**config.mk**
```make
export PLATFORM = sky130hd
export DESIGN_NAME = vlsp_top
export DESIGN_NICKNAME = d
export VERILOG_FILES = /design/src/rtl/vlsp_pkg.sv /design/src/rtl/vlsp_edge.sv /design/src/rtl/vlsp_rx.sv /design/src/rtl/vlsp_tx.sv /design/src/rtl/vlsp_top.sv
export SDC_FILE = /design/constraint.sdc
export NUM_CORES = 1
export LEC_CHECK = 0
export BUFFER_PORTS_ARGS = -buffer_cell sky130_fd_sc_hd__buf_4
export CAP_MARGIN = 25
export CORE_ASPECT_RATIO = 0.5
export CORE_MARGIN = 5
export CORE_UTILIZATION = 45
export CTS_CLUSTER_DIAMETER = 80
export CTS_CLUSTER_SIZE = 8
export DETAILED_ROUTE_END_ITERATION = 8
export GPL_TIMING_DRIVEN = 0
export PLACE_DENSITY = 0.66
export REMOVE_ABC_BUFFERS = 1
export SYNTH_ARGS = -nofsm -noshare
export SYNTH_HDL_FRONTEND = slang
export SYNTH_SLANG_ARGS = --single-unit
```
**constraint.sdc**
```tcl
create_clock -name clk -period 2.7 [get_ports clk]
set_input_delay 0.675 -clock clk [delete_from_list [all_inputs] [get_ports clk]]
set_output_delay 0.675 -clock clk [all_outputs]
set_load 0.01 [all_outputs]
```
**src/rtl/vlsp_pkg.sv**
```systemverilog
// Package: shared widths, rate type and the length/rate decode rules of the
// variable-length serial codec port.
package vlsp_pkg;

    localparam int WORD_W = 8;   // longest word (64 kbps PCM)
    localparam int CNT_W  = 4;   // saturating frame-length counter width
    localparam int LEN_W  = 4;   // holds a length up to WORD_W

    typedef logic [1:0] rate_t;

    // Map a counted frame-sync length to a rate code, rounding up.
    function automatic rate_t rate_of_count(input logic [CNT_W-1:0] n);
        if (n <= CNT_W'(2))      return 2'd0;
        else if (n == CNT_W'(3)) return 2'd1;
        else if (n == CNT_W'(4)) return 2'd2;
        else                     return 2'd3;
    endfunction

    // Word length in bits for a rate code.
    function automatic logic [LEN_W-1:0] len_of_rate(input rate_t r);
        case (r)
            2'd0:    return LEN_W'(2);
            2'd1:    return LEN_W'(3);
            2'd2:    return LEN_W'(4);
            default: return LEN_W'(WORD_W);
        endcase
    endfunction

    // Mask with the low len bits set.
    function automatic logic [WORD_W-1:0] low_mask(input logic [LEN_W-1:0] len);
        logic [WORD_W-1:0] one;
        one = WORD_W'(1);
        return (one << len) - one;
    endfunction

endpackage

```
**src/rtl/vlsp_edge.sv**
```systemverilog
// Module: vlsp_edge
// Detects rising and falling transitions of one slow serial signal against
// the system clock.
// Assumes: the input is already synchronous to clk and changes at most once
// per clk cycle.
module vlsp_edge (
    input  logic clk,
    input  logic rst_n,
    input  logic sig,
    output logic rise,
    output logic fall
);

    logic prev;

    // Keep last cycle's value of the input.
    always_ff @(posedge clk) begin
        if (!rst_n) prev <= 1'b0;
        else        prev <= sig;
    end

    assign rise = sig & ~prev;
    assign fall = ~sig & prev;

endmodule

```
**src/rtl/vlsp_rx.sv**
```systemverilog
// Module: vlsp_rx
// Receive half: counts falling bit-clock edges during the frame sync,
// shifts data in MSB first, and decodes length and rate when the sync drops.
// Assumes: rx inputs are synchronous to clk, and a bit-clock edge never
// coincides with a frame-sync edge.
module vlsp_rx
    import vlsp_pkg::*;
(
    input  logic              clk,
    input  logic              rst_n,
    input  logic              bclk,
    input  logic              fs,
    input  logic              din,
    output logic              irq,
    output logic [WORD_W-1:0] word,
    output rate_t             rate
);

    logic             bclk_rise_unused;
    logic             bclk_fall;
    logic             fs_rise;
    logic             fs_fall;
    logic [CNT_W-1:0] cnt;
    logic [WORD_W-1:0] sh;

    vlsp_edge u_bclk_edge (
        .clk(clk), .rst_n(rst_n), .sig(bclk),
        .rise(bclk_rise_unused), .fall(bclk_fall)
    );

    vlsp_edge u_fs_edge (
        .clk(clk), .rst_n(rst_n), .sig(fs),
        .rise(fs_rise), .fall(fs_fall)
    );

    // Count and capture bits during the frame; publish the word when the frame ends.
    always_ff @(posedge clk) begin
        if (!rst_n) begin
            cnt  <= '0;
            sh   <= '0;
            irq  <= 1'b0;
            word <= '0;
            rate <= 2'd0;
        end else begin
            irq <= 1'b0;
            if (fs_rise) begin
                cnt <= '0;
                sh  <= '0;
            end else if (fs && bclk_fall) begin
                if (cnt != '1) cnt <= cnt + 1'b1;
                sh <= {sh[WORD_W-2:0], din};
            end
            if (fs_fall) begin
                irq  <= 1'b1;
                rate <= rate_of_count(cnt);
                word <= sh & low_mask(len_of_rate(rate_of_count(cnt)));
            end
        end
    end

    // the ready pulse lasts one cycle.
    a_r4_irq_single: assert property (@(posedge clk) disable iff (!rst_n)
        irq |=> !irq);

    // a ready pulse only follows an observed frame-sync fall.
    a_r4_irq_after_fall: assert property (@(posedge clk) disable iff (!rst_n)
        irq |-> $past(fs_fall));

    // the published word never has bits above its length.
    a_r3_word_fits: assert property (@(posedge clk) disable iff (!rst_n)
        irq |-> ((word & ~low_mask(len_of_rate(rate))) == '0));

endmodule

```
**src/rtl/vlsp_tx.sv**
```systemverilog
// Module: vlsp_tx
// Transmit half: loads a word on frame-sync rise, shifts it out MSB first on
// rising bit-clock edges, and holds the enable for L falling edges (or until
// the sync falls in cut mode).
// Assumes: the frame sync rises together with, or before, the first rising
// bit-clock edge of the word.
module vlsp_tx
    import vlsp_pkg::*;
(
    input  logic              clk,
    input  logic              rst_n,
    input  logic              bclk,
    input  logic              fs,
    input  logic              cut,
    input  logic [WORD_W-1:0] word_in,
    input  rate_t             rate_in,
    output logic              dout,
    output logic              oe
);

    logic              bclk_rise;
    logic              bclk_fall;
    logic              fs_rise;
    logic              fs_fall;
    logic              active;
    logic [WORD_W-1:0] sh;
    logic [LEN_W-1:0]  rem;
    logic [LEN_W-1:0]  len_now;

    vlsp_edge u_bclk_edge (
        .clk(clk), .rst_n(rst_n), .sig(bclk),
        .rise(bclk_rise), .fall(bclk_fall)
    );

    vlsp_edge u_fs_edge (
        .clk(clk), .rst_n(rst_n), .sig(fs),
        .rise(fs_rise), .fall(fs_fall)
    );

    assign len_now = len_of_rate(rate_in);

    // Load, shift and time the output enable of one transmit word.
    always_ff @(posedge clk) begin
        if (!rst_n) begin
            active <= 1'b0;
            sh     <= '0;
            rem    <= '0;
        end else if (fs_rise) begin
            active <= 1'b1;
            sh     <= word_in << (LEN_W'(WORD_W) - len_now);
            rem    <= len_now;
        end else if (active) begin
            if (cut && fs_fall) begin
                active <= 1'b0;
            end else if (bclk_fall) begin
                rem <= rem - 1'b1;
                if (rem == LEN_W'(1)) active <= 1'b0;
            end
            if (bclk_rise) sh <= sh << 1;
        end
    end

    assign dout = active & sh[WORD_W-1];
    assign oe   = active;

    // the enable only starts on a frame-sync rise.
    a_r7_oe_starts_on_fs: assert property (@(posedge clk) disable iff (!rst_n)
        $rose(oe) |-> $past(fs_rise));

    // without cut mode the enable only ends on a falling bit-clock edge.
    a_r8_oe_ends_on_fall: assert property (@(posedge clk) disable iff (!rst_n)
        ($fell(oe) && !$past(cut)) |-> $past(bclk_fall));

    // data holds steady within a word except after a rising bit-clock edge.
    a_r7_data_steady: assert property (@(posedge clk) disable iff (!rst_n)
        (oe && $past(oe) && !$past(bclk_rise)) |-> (dout == $past(dout)));

endmodule

```
**src/rtl/vlsp_top.sv**
```systemverilog
// Module: vlsp_top
// Variable-length serial codec port: independent receive and transmit halves
// sharing one oversampling system clock.
// Assumes: all serial inputs are synchronous to clk.
module vlsp_top
    import vlsp_pkg::*;
(
    input  logic              clk,
    input  logic              rst_n,
    input  logic              rx_bclk,
    input  logic              rx_fs,
    input  logic              rx_din,
    output logic              rx_irq,
    output logic [WORD_W-1:0] rx_word,
    output logic [1:0]        rx_rate,
    input  logic              tx_bclk,
    input  logic              tx_fs,
    input  logic              tx_cut,
    input  logic [WORD_W-1:0] tx_word,
    input  logic [1:0]        tx_rate,
    output logic              tx_dout,
    output logic              tx_oe
);

    vlsp_rx u_rx (
        .clk(clk), .rst_n(rst_n), .bclk(rx_bclk), .fs(rx_fs), .din(rx_din),
        .irq(rx_irq), .word(rx_word), .rate(rx_rate)
    );

    vlsp_tx u_tx (
        .clk(clk), .rst_n(rst_n), .bclk(tx_bclk), .fs(tx_fs), .cut(tx_cut),
        .word_in(tx_word), .rate_in(tx_rate), .dout(tx_dout), .oe(tx_oe)
    );

    // the line is quiet whenever the enable is low.
    a_r10_quiet_when_off: assert property (@(posedge clk) disable iff (!rst_n)
        !tx_oe |-> !tx_dout);

endmodule

```
==> flow_summary.ini <==
[floorplanning]
num_rows = 16
floorplan.initialDensity = 0.470
die_y_um = 55.4
boundaryPins = 31
dieWidth_um = 101
floorplan_core_area_um2 = 3940
die_area_um2 = 5580

[sta]
finalHoldViolations = 0
final_period_minus_worst_setup_slack_ns = 1.75
skew_ns = 0.00859
finalMaxSlewViolations = 0
worst_pin_slew_ns = 0.799
setup-tns-final_ns = 0
setup_viol_count_final = 0
post-route-period-util = 0.650
timing.slew.headroom = 0.466
max_freq_ghz = 0.570
rsz0062_at_grt = no

[synthesis]
cell_count_after_synthesis = 211
synth_seq_cells = 40
netlist.area_leader.share = 0.432
yosysSeqAreaShare = 0.432
synth-warning-count = 0
synth.area.top_cells = dfxtp_1 43%, mux2i_1 5.9%, nand2_1 5.7%
post-synth-top-area-cell = dfxtp_1
syn-mean-instance-area_um2 = 8.78
post_synth_instance_area_um2 = 1850
ys_types = 39

[worst_setup_path]
critical-path-top-delay-family = simple AND/OR/NAND/NOR gates
category_of_the_critical_setup_timing_path = in -> reg
critical_path.reg2reg.startpoint = u_rx.cnt[1]
cpPeakStageDelay_ns = 0.45
endpoint_kind_of_the_worst_setup_timing_path = flop
critPathSlowestCell = nand3b_1
worst_path_cell_chain = buf_4 > nand3b_1 > a31oi_1 > mux2i_1 > nor2_1
crit_start = rx_bclk
worstPathMaxFanout = 12
r2r_slack_ns = 1.18
cp_data_required_time_ns = 2.89
worst_setup_path_start_kind = input port
arrival_ns = 1.94
cp_num_buf_inv = 1

[final_layout]
fin_cells = 292
insertedDiodeCount = 0
ff_latch_area_um2 = 801
fillers = 366
drive_gt1_frac = 0.197
multi_input_comb_area_um2 = 970
most_frequent_standard_cell_in_the_layout_excluding_fill_and_tap_cells = dfxtp_1
syn_to_final_growth_pct = 18.2
mostFrequentLayoutCells = 40 x dfxtp_1, 30 x buf_4, 28 x nand2_1
final_net_count = 260
post_route_standard_cell_area_excluding_fillers_um2 = 2190

[place]
dpl_cell_area_um2 = 2100
detailed_place_hpwl_um = 2800
gp_congestion = 0.759
placement.io_buffers = 30
placedCellCount = 284

[cts]
ctsHoldBuffers = 0
cts-resized-gates = 0
ctsLongestPathBuffers = 2
postCtsSetupRepairBufs = 0
cts_tree = built
clock_transition_at_the_registers_of_the_reported_paths_ns = 0.07
tritoncts.num_buffers = 5
clock-root-buffer = clkbuf_8
total_clock_sinks = 40
htree_levels = 2
worst_skew_pair.late_latency_ns = 0.30

[power_and_ir_drop]
lkg_pwr_nw = 0.887
power_density_nw_per_um2 = 533
vdd.ir_drop.worst_uv = 188

[routing]
dr_total_vias = 1537
wl_per_cell_um = 13.3
final_antenna_net_count = 0
detailedRoute.firstIterationViolations = 50
post-route-drc-count = 0
wl_um = 3890
viasPerCell = 5.26
drt_pre_antenna_iters = 4

[worst_hold_path]
hold_class = reg -> reg
hold_start = u_rx.word[3]

[global_route]
grt_start_max_net_pins = 21
gr-total-overflow = 0
grt_first_pass_wirelength_um = 6880
grt_antenna_before_repair = 0
all_layer_gr_usage = 0.153
first_global_vias = 1504

[outcome]
status = finished clean

[job]
maxCapViolCount = 0
area by class of cell:
class | count | share of cell area
well taps | 54 | 0.0309
flip-flops and latches | 40 | 0.366
repair buffers | 31 | 0.105
multi-input cells | 151 | 0.443
inverters | 8 | 0.0137
clock buffers | 8 | 0.0412
cell families (layout without fill, tap and decap cells):
logic type                 after synthesis  after routing  share of synthesized area
and+or+nand+nor                         79             79                      0.216
buffers and inverters                   20             47                     0.0439
xor gates and xnor gates                 3              3                     0.0142
AOI/OAI and AO/OA                       50             50                      0.176
DFF                                     40             40                      0.432
muxes                                   14             14                     0.0838
adders and majority gates                5              5                     0.0338
cell usage after synthesis, drive strengths merged:
cell type   n
nand2      28
o31ai       2
and3        1
o211ai      3
nand2b      2
nor3b       2
dfxtp      40
nor3        3
or3         1
a31oi       3
and3b       1
o21ai      11
a22oi       2
mux2        2
a21oi      19
mux4        1
a311oi      2
and2        4
nor2b       2
o211a       1
ha          5
mux2i      11
xnor2       3
nor4b       2
clkbuf      7
buf         5
and4b       1
inv         8
a32oi       1
nand3b      7
and2b       1
a211oi      6
nor2       20
nand3       4
where the power goes:
group | internal [mW] | switching (mW) | leakage (nW)
logic | 0.0615 | 0.0708 | 0.516
registers | 0.610 | 0.0141 | 0.326
clock network | 0.208 | 0.201 | 0.0455
worst min-delay path, delay by kind of cell, from the launching register on:
family           cells  cell delay (ns)
flip-flops           1             0.31
AND/OR/NAND/NOR      1             0.05
AO/OA/AOI/OAI        1             0.05
state kept, by name (all words and copies together) (netlist names):
name,cells
u_rx.u_bclk_edge.prev,1
u_tx.oe,1
u_rx.irq,1
u_rx.rate,2
u_rx.cnt,4
u_tx.rem,4
u_tx.u_fs_edge.prev,1
u_rx.word,8
u_rx.u_fs_edge.prev,1
u_tx.sh,8
u_tx.u_bclk_edge.prev,1
u_rx.sh,8
final timing paths:
path,endpoint,depth (start not counted)
hold reg to reg,u_rx.word[3],2
hold / removal,u_rx.word[3],2
setup / recovery,u_rx.cnt[1],5
setup reg to reg,u_rx.word[7],5
through the flow:
stage	setup WS, ns	power (mW)	utilization	hold slack, ns
after floorplan	0.926	0.715	-	0.443
after global placement	0.551	0.764	0.531	0.444
after detailed placement	0.614	0.769	0.532	0.446
after CTS	0.932	1.18	0.555	0.454
after global routing	0.856	1.22	0.555	0.481
final	0.946	1.17	0.555	0.453
layer usage:
metal	vias up	GRT usage	share of wire
li1	787	-	-
met1	722	0.191	0.47
met3	8	0.0415	0.038
met2	20	0.241	0.47
met4	0	0.0806	0.021
met5	-	0	0
(Power assumes the default switching activity.)
